$ cat config.mk
export PLATFORM = sky130hd
export DESIGN_NAME = i2s_balanced_splitter
export DESIGN_NICKNAME = d
export VERILOG_FILES = /design/src/rtl/i2s_split_pkg.sv /design/src/rtl/i2s_rst_sync.sv /design/src/rtl/i2s_tap_line.sv /design/src/rtl/i2s_fill_track.sv /design/src/rtl/i2s_balance_lane.sv /design/src/rtl/i2s_balanced_splitter.sv
export SDC_FILE = /design/constraint.sdc
export NUM_CORES = 1
export LEC_CHECK = 0
export BUFFER_PORTS_ARGS = -buffer_cell sky130_fd_sc_hd__buf_2
export CAP_MARGIN = 20
export CORE_MARGIN = 2
export CORE_UTILIZATION = 25
export DETAILED_ROUTE_END_ITERATION = 16
export SLEW_MARGIN = 30
export SYNTH_ARGS = -nofsm -noshare
export SYNTH_HDL_FRONTEND = slang
export SYNTH_HIERARCHICAL = 1
export SYNTH_SLANG_ARGS = --single-unit
$ cat constraint.sdc
create_clock -name bclk -period 2.9 [get_ports bclk]
set_input_delay 0.435 -clock bclk [delete_from_list [all_inputs] [get_ports bclk]]
set_output_delay 0.435 -clock bclk [all_outputs]
set_load 0.1 [all_outputs]
$ cat src/rtl/i2s_split_pkg.sv
`timescale 1ns/1ps
package i2s_split_pkg;

  // Default slot length in bit clocks; a frame is two slots.
  localparam int unsigned SLOT_BITS_DEF = 32;

  // Number of taps on the delay line and number of output streams.
  localparam int unsigned NUM_TAPS  = 3;
  localparam int unsigned NUM_LANES = 2;

  // Tap positions: live input, one slot late, one frame late.
  typedef enum logic [1:0] {
    TAP_LIVE  = 2'd0,
    TAP_SLOT  = 2'd1,
    TAP_FRAME = 2'd2
  } tap_sel_e;

  // Lane 0 builds the left pair, lane 1 builds the right pair.
  // The near tap feeds the plain slot and the far tap feeds the complement slot.
  function automatic tap_sel_e lane_near_tap(input int unsigned lane);
    return (lane == 0) ? TAP_SLOT : TAP_LIVE;
  endfunction

  function automatic tap_sel_e lane_far_tap(input int unsigned lane);
    return (lane == 0) ? TAP_FRAME : TAP_SLOT;
  endfunction

endpackage

$ cat src/rtl/i2s_rst_sync.sv
`timescale 1ns/1ps
module i2s_rst_sync #(
  parameter int unsigned STAGES = 2
) (
  input  logic clk,
  input  logic arst_n,
  output logic rst_n_sync
);

  logic [STAGES-1:0] sync_q;
  logic [STAGES-1:0] sync_d;

  // Shift ones in after release; assertion is immediate.
  always_comb begin
    sync_d = {sync_q[STAGES-2:0], 1'b1};
  end

  always_ff @(posedge clk or negedge arst_n) begin
    if (!arst_n) begin
      sync_q <= '0;
    end else begin
      sync_q <= sync_d;
    end
  end

  assign rst_n_sync = sync_q[STAGES-1];

endmodule

$ cat src/rtl/i2s_tap_line.sv
`timescale 1ns/1ps
module i2s_tap_line
  import i2s_split_pkg::*;
#(
  parameter int unsigned SLOT_BITS = SLOT_BITS_DEF
) (
  input  logic                clk,
  input  logic                rst_n,
  input  logic                sd_in,
  output logic [NUM_TAPS-1:0] taps
);

  localparam int unsigned DEPTH = 2 * SLOT_BITS;

  logic [DEPTH-1:0] line_q;
  logic [DEPTH-1:0] line_d;

  always_comb begin
    line_d = {line_q[DEPTH-2:0], sd_in};
  end

  always_ff @(posedge clk or negedge rst_n) begin
    if (!rst_n) begin
      line_q <= '0;
    end else begin
      line_q <= line_d;
    end
  end

  // line_q[k] holds the bit that arrived k+1 edges ago.
  assign taps[int'(TAP_LIVE)]  = sd_in;
  assign taps[int'(TAP_SLOT)]  = line_q[SLOT_BITS-1];
  assign taps[int'(TAP_FRAME)] = line_q[DEPTH-1];

endmodule

$ cat src/rtl/i2s_fill_track.sv
`timescale 1ns/1ps
module i2s_fill_track #(
  parameter int unsigned FILL_EDGES = 64
) (
  input  logic clk,
  input  logic rst_n,
  output logic filled
);

  localparam int unsigned CW = $clog2(FILL_EDGES + 1);

  logic [CW-1:0] cnt_q;
  logic [CW-1:0] cnt_d;
  logic          at_limit;

  assign at_limit = (cnt_q == CW'(FILL_EDGES));

  // Counts edges since reset and stops at the delay-line depth.
  always_comb begin
    cnt_d = cnt_q;
    if (!at_limit) begin
      cnt_d = cnt_q + CW'(1);
    end
  end

  always_ff @(posedge clk or negedge rst_n) begin
    if (!rst_n) begin
      cnt_q <= '0;
    end else begin
      cnt_q <= cnt_d;
    end
  end

  assign filled = at_limit;

endmodule

$ cat src/rtl/i2s_balance_lane.sv
`timescale 1ns/1ps
module i2s_balance_lane (
  input  logic clk,
  input  logic rst_n,
  input  logic load_en,
  input  logic slot_hi,
  input  logic ws_src,
  input  logic near_bit,
  input  logic far_bit,
  output logic ws_out,
  output logic sd_out
);

  logic ws_q;
  logic ws_d;
  logic sd_q;
  logic sd_d;

  // slot_hi is word select aligned to the data slot.
  // High: the plain copy from the near tap. Low: the complement from the far tap.
  always_comb begin
    ws_d = 1'b0;
    sd_d = 1'b0;
    if (load_en) begin
      ws_d = ~ws_src;
      sd_d = slot_hi ? near_bit : ~far_bit;
    end
  end

  always_ff @(posedge clk or negedge rst_n) begin
    if (!rst_n) begin
      ws_q <= 1'b0;
      sd_q <= 1'b0;
    end else begin
      ws_q <= ws_d;
      sd_q <= sd_d;
    end
  end

  assign ws_out = ws_q;
  assign sd_out = sd_q;

endmodule

$ cat src/rtl/i2s_balanced_splitter.sv
`timescale 1ns/1ps
module i2s_balanced_splitter
  import i2s_split_pkg::*;
#(
  parameter int unsigned SLOT_BITS   = SLOT_BITS_DEF,
  parameter int unsigned SYNC_STAGES = 2
) (
  input  logic bclk,
  input  logic arst_n,
  input  logic src_ws,
  input  logic src_sd,
  output logic out_l_ws,
  output logic out_l_sd,
  output logic out_r_ws,
  output logic out_r_sd
);

  localparam int unsigned FRAME_BITS = 2 * SLOT_BITS;

  logic                 core_rst_n;
  logic [NUM_TAPS-1:0]  taps;
  logic                 fill_done;
  logic                 ws_al_q;
  logic                 ws_al_d;
  logic [NUM_LANES-1:0] lane_ws;
  logic [NUM_LANES-1:0] lane_sd;

  i2s_rst_sync #(
    .STAGES(SYNC_STAGES)
  ) u_rst_sync (
    .clk       (bclk),
    .arst_n    (arst_n),
    .rst_n_sync(core_rst_n)
  );

  i2s_tap_line #(
    .SLOT_BITS(SLOT_BITS)
  ) u_tap_line (
    .clk  (bclk),
    .rst_n(core_rst_n),
    .sd_in(src_sd),
    .taps (taps)
  );

  i2s_fill_track #(
    .FILL_EDGES(FRAME_BITS)
  ) u_fill (
    .clk   (bclk),
    .rst_n (core_rst_n),
    .filled(fill_done)
  );

  // Word select delayed one bit so that it lines up with the data slots.
  always_comb begin
    ws_al_d = src_ws;
  end

  always_ff @(posedge bclk or negedge core_rst_n) begin
    if (!core_rst_n) begin
      ws_al_q <= 1'b0;
    end else begin
      ws_al_q <= ws_al_d;
    end
  end

  for (genvar g = 0; g < NUM_LANES; g++) begin : g_lane
    localparam int unsigned NEAR_IDX = int'(lane_near_tap(g));
    localparam int unsigned FAR_IDX  = int'(lane_far_tap(g));

    i2s_balance_lane u_lane (
      .clk     (bclk),
      .rst_n   (core_rst_n),
      .load_en (fill_done),
      .slot_hi (ws_al_q),
      .ws_src  (src_ws),
      .near_bit(taps[NEAR_IDX]),
      .far_bit (taps[FAR_IDX]),
      .ws_out  (lane_ws[g]),
      .sd_out  (lane_sd[g])
    );
  end

  assign out_l_ws = lane_ws[0];
  assign out_l_sd = lane_sd[0];
  assign out_r_ws = lane_ws[1];
  assign out_r_sd = lane_sd[1];

endmodule

# Word-level counts from Yosys, hierarchy flattened
# Cells that the tools add are included.
# totals
output_inout_bits	4
inputBits	4
elab_cells	17
register_bits	77
# classes
muxes	5
n_bitwise	3
n_eq_ne	1
n_addsub	1
# op_table
cell	count
$add 7x1->7 const B	1
$eq 7x7->1 const B	1
$mux 1	5
$not 1->1	3

# Longest topological paths before layout
# logic_depth
depth_word	3
depth_mapped	5
mapped_depth_nobuf	5

# Modules after synthesis
# Netlist, hierarchy kept.
# modules_own_cells
mod	cells_per_inst	area_each_um2	instances	seq_area_each_um2
i2s_tap_line	67	1624.1	1	1601.5
i2s_fill_track	27	335.3	1	175.2
i2s_balance_lane	6	77.6	2	50.0
i2s_rst_sync	3	53.8	1	50.0
i2s_balanced_splitter	1	25.0	1	25.0

# Worst setup path after synthesis
# Ideal clock, no wire load.
# synth_path
kind	register -> register
start	register u_fill.cnt_q[0]
end	register u_fill.cnt_q[1]
path_buffers	0
required_ns	2.775
setup_time_ns	0.125
period_less_slack_ns	1.404
path_stages_with_launch	6
setup_slack_ns	1.496
arrival_ns	1.278
cell_sequence	dfrtp_1 -> inv_1 -> ha_1 -> nand4bb_1 -> nor3_4 -> mux2_4
# synth_via
elab_chain_cells	1
elab_cells_between_ends	2
cone_classes	add/sub (1); eq/ne (1)
# synth_lines
element	line	text
from (decl)	i2s_fill_track.sv:12	logic [CW-1:0] cnt_q;
from (signal assigned)	i2s_fill_track.sv:30	cnt_q <= cnt_d;
$eq 7x7->1	i2s_fill_track.sv:16	assign at_limit = (cnt_q == CW'(FILL_EDGES));
net fill_done	i2s_balanced_splitter.sv:22	logic fill_done;
# The timed path passes the listed nets, and every way through them passes these cells.
# A chain may end at the register's enable or synchronous reset.

# Final worst setup path
# Same ends and word-level chain as after synthesis.

==> impl_metrics.toml <==
[placement]
pre_cts_slack_ns = 1.37
dp_hpwl_mm = 1.40
placed_cell_area_mm2 = 0.00236
gp_congestion = 0.676
dp_cells = 223
io_buffers = 7

[synth]
syn_inst = 110
synth_compound_area_share_pct = 1.03
synth_area_mm2 = 0.00219
synth.area.top_cells = "dfrtp_1, xnor2_1, ha_1, a21boi_2, buf_4"
synth_top_cells_by_count = "dfrtp_1, xnor2_1, buf_4, nand2_1, nand3_1"
synth_top_family_by_area = "simple AND/OR/NAND/NOR gates"
synth_top_area_share_pct = 89.0
synthArstFlopShare_pct = 100
synthesis.nets = 116
synthMuxAreaShare_pct = 0.685
synth_cell_types = 17
synthAdderAreaFrac_pct = 1.14
synth_xor_xnor_area_share_pct = 2.40
yosysTopAreaCell = "dfrtp_1"
yosysMostFrequentCell = "dfrtp_1"
avgSynthCellArea_um2 = 19.9
yosys_warnings = 6
synth_edf_count = 0
yosysSeqAreaShare_pct = 89.0
synthFlopType = "dfrtp_1"
ys_ff_latch = 78
synth_simple_gate_area_share_pct = 4.22

[pwr]
max-vdd-ir-drop_uv = 413
p_per_area_mw_per_mm2 = 749
p_leak_nw = 1.20
p_total_mw = 1.92

[setup_path]
start_kind = "register"
critPathArrivalTime_ns = 1.76
r2r_cells = 5
end_kind = "register"
worstSetupEndpoint = "u_fill/cnt_q[1]"
cp_max_fo = 7
worstSetupPathType = "register to register"
setup.worst_path.start = "u_fill/cnt_q[0]"
rr_endpoint = "u_fill/cnt_q[1]"
cp.required_ns = 3.12
timing.rr.start = "u_fill/cnt_q[0]"
regToRegSetupSlack_ns = 1.36

[sta]
setup_tns_ns = 0
worst_slack_ns = 1.36
drv_slew = 0
finalCritPeriodShare_pct = 53.0
finalClockSkew_ns = 0.00665
finalCriticalPeriod_ns = 1.54
setup-violations-final = 0
slew_headroom_pct = 65.5
rsz0062_at_grt = "false"
fmax_ghz = 0.651
worst_pin_slew_ns = 0.521
hold_viol = 0

[global_routing]
grt_overflow = 0
grt_pass1_vias = 902
grt_max_degree = 56
grt_usage_pct = 6.78
antenna_found_initial = 0
grt_pass1_wl_mm = 4.65

[clocking]
cts_buffers = 9
cts_tree = "yes"
cts_repair_resize_count = 0
insertion_delay_ns = 0.33
clockRootBuffer = "clkbuf_8"
htreeDepth = 3
clock-sinks = 78
cts.path.max_buffers = 2
path_clk_slew_ns = 0.07

[route]
wl_per_cell_um = 11.1
drtIter0Drc = 43
routed_wl_mm = 2.66
via_per_inst = 3.42
postRouteAntennaNets = 0
drc_errors = 0
num_vias = 821
firstDrtPassIters = 4

[cells_and_area]
layout-drive-gt1-share_pct = 21.2
finish.instance_area_mm2 = 0.00257
layout.cells.non_filler = 240
area_growth_pct = 17.1
n_fill_cell = 855
num_antenna_cells = 0
fin_nets = 133

[floorplan]
coreArea_mm2 = 0.00859
fp.dieW_um = 97.7
initial_core_util_pct = 25.5
io_pins = 8
rows = 34
dieArea_mm2 = 0.00954
die_h_um = 97.7

[job]
maxCapViolations = 0

[worst_hold_path]
hold_class = "input pin to register"

[run_status]
status = "completed"
worst max-delay path: stages (launching register included):
cell and delay, ns:
dfrtp_1 0.44, inv_1 0.08, ha_1 0.14, nand4bb_1 0.14, nor3_4 0.30, mux2_4 0.33
where the power goes:
group / internal [mW] / leakage [nW] / switching [mW] / total, mW
Combinational: 0.00599 / 0.138 / 0.0160 / 0.0220
Sequential: 1.12 / 0.957 / 0.0169 / 1.14
Clock: 0.405 / 0.103 / 0.355 / 0.760
worst min-delay path by stage:
stage               startpoint  slack [ns]                    to  cells past startpoint
floorplan               arst_n        0.14  u_rst_sync/sync_q[0]                      0
global placement        arst_n        0.22  u_rst_sync/sync_q[0]                      1
detailed placement      arst_n        0.22  u_rst_sync/sync_q[0]                      1
CTS                     src_sd        0.21  u_tap_line/line_q[0]                      1
global route            src_sd        0.20  u_tap_line/line_q[0]                      1
finish                  src_sd        0.23  u_tap_line/line_q[0]                      1
cell usage in the layout (no fill, tap or decap), types with 2 or more instances in the layout:
master    instances
nor2b_1           2
nand2_1           3
xnor2_1           5
ha_1              2
inv_1             2
nand3_1           3
dfrtp_1          77
a21boi_2          2
clkbuf_8         13
nor2_1            2
or2_1             2
buf_2             7
routing by layer:
layer	GRT usage (%)	part of all wire, %	up-vias
met1	9.74	56	424
met3	4.75	4.8	5
met2	7.53	37	19
met4	2.88	1.8	0
li1	-	-	373
met5	0	0	-
registers in the layout (all words and copies together) (netlist names):
signal                cells
g_lane.u_lane/sd_out      2
u_fill/cnt_q              7
u_tap_line/line_q        64
u_rst_sync/sync_q         2
g_lane.u_lane/ws_out      2
ws_al_q                   1
cell families (layout without fill, tap and decap cells):
group | count (synthesis) | count (layout)
adders and majority gates | 2 | 2
xor gates and xnor gates | 6 | 6
other | 1 | 1
muxes | 1 | 1
DFF | 78 | 78
buffers and inverters | 5 | 27
and+or+nand+nor | 15 | 15
AOI/OAI and AO/OA | 2 | 2
layout make-up:
class | instances | area, um^2 | area share (%)
flip-flops and latches | 78 | 1950 | 76.0
clock inverters | 2 | 13.8 | 0.536
multi-input cells | 27 | 211 | 8.23
well taps | 108 | 135 | 5.26
inverters | 2 | 7.51 | 0.292
repair buffers | 9 | 65.1 | 2.53
clock buffers | 14 | 183 | 7.11
repair_timing:
action	CTS	global route
hold endpoints to repair	2	0
hold buffers	1	0
endpoints found under the setup margin	0	0
setup buffers	0	0
stage by stage:
step	hold WS, ns	utilization (%)
2_1_floorplan	0.139	-
3_3_place_gp	0.220	27.5
3_5_place_dp	0.223	27.5
4_1_cts	0.210	29.9
5_1_grt	0.196	29.9
6_report	0.227	29.9
Power figures use the tool's default switching activity.
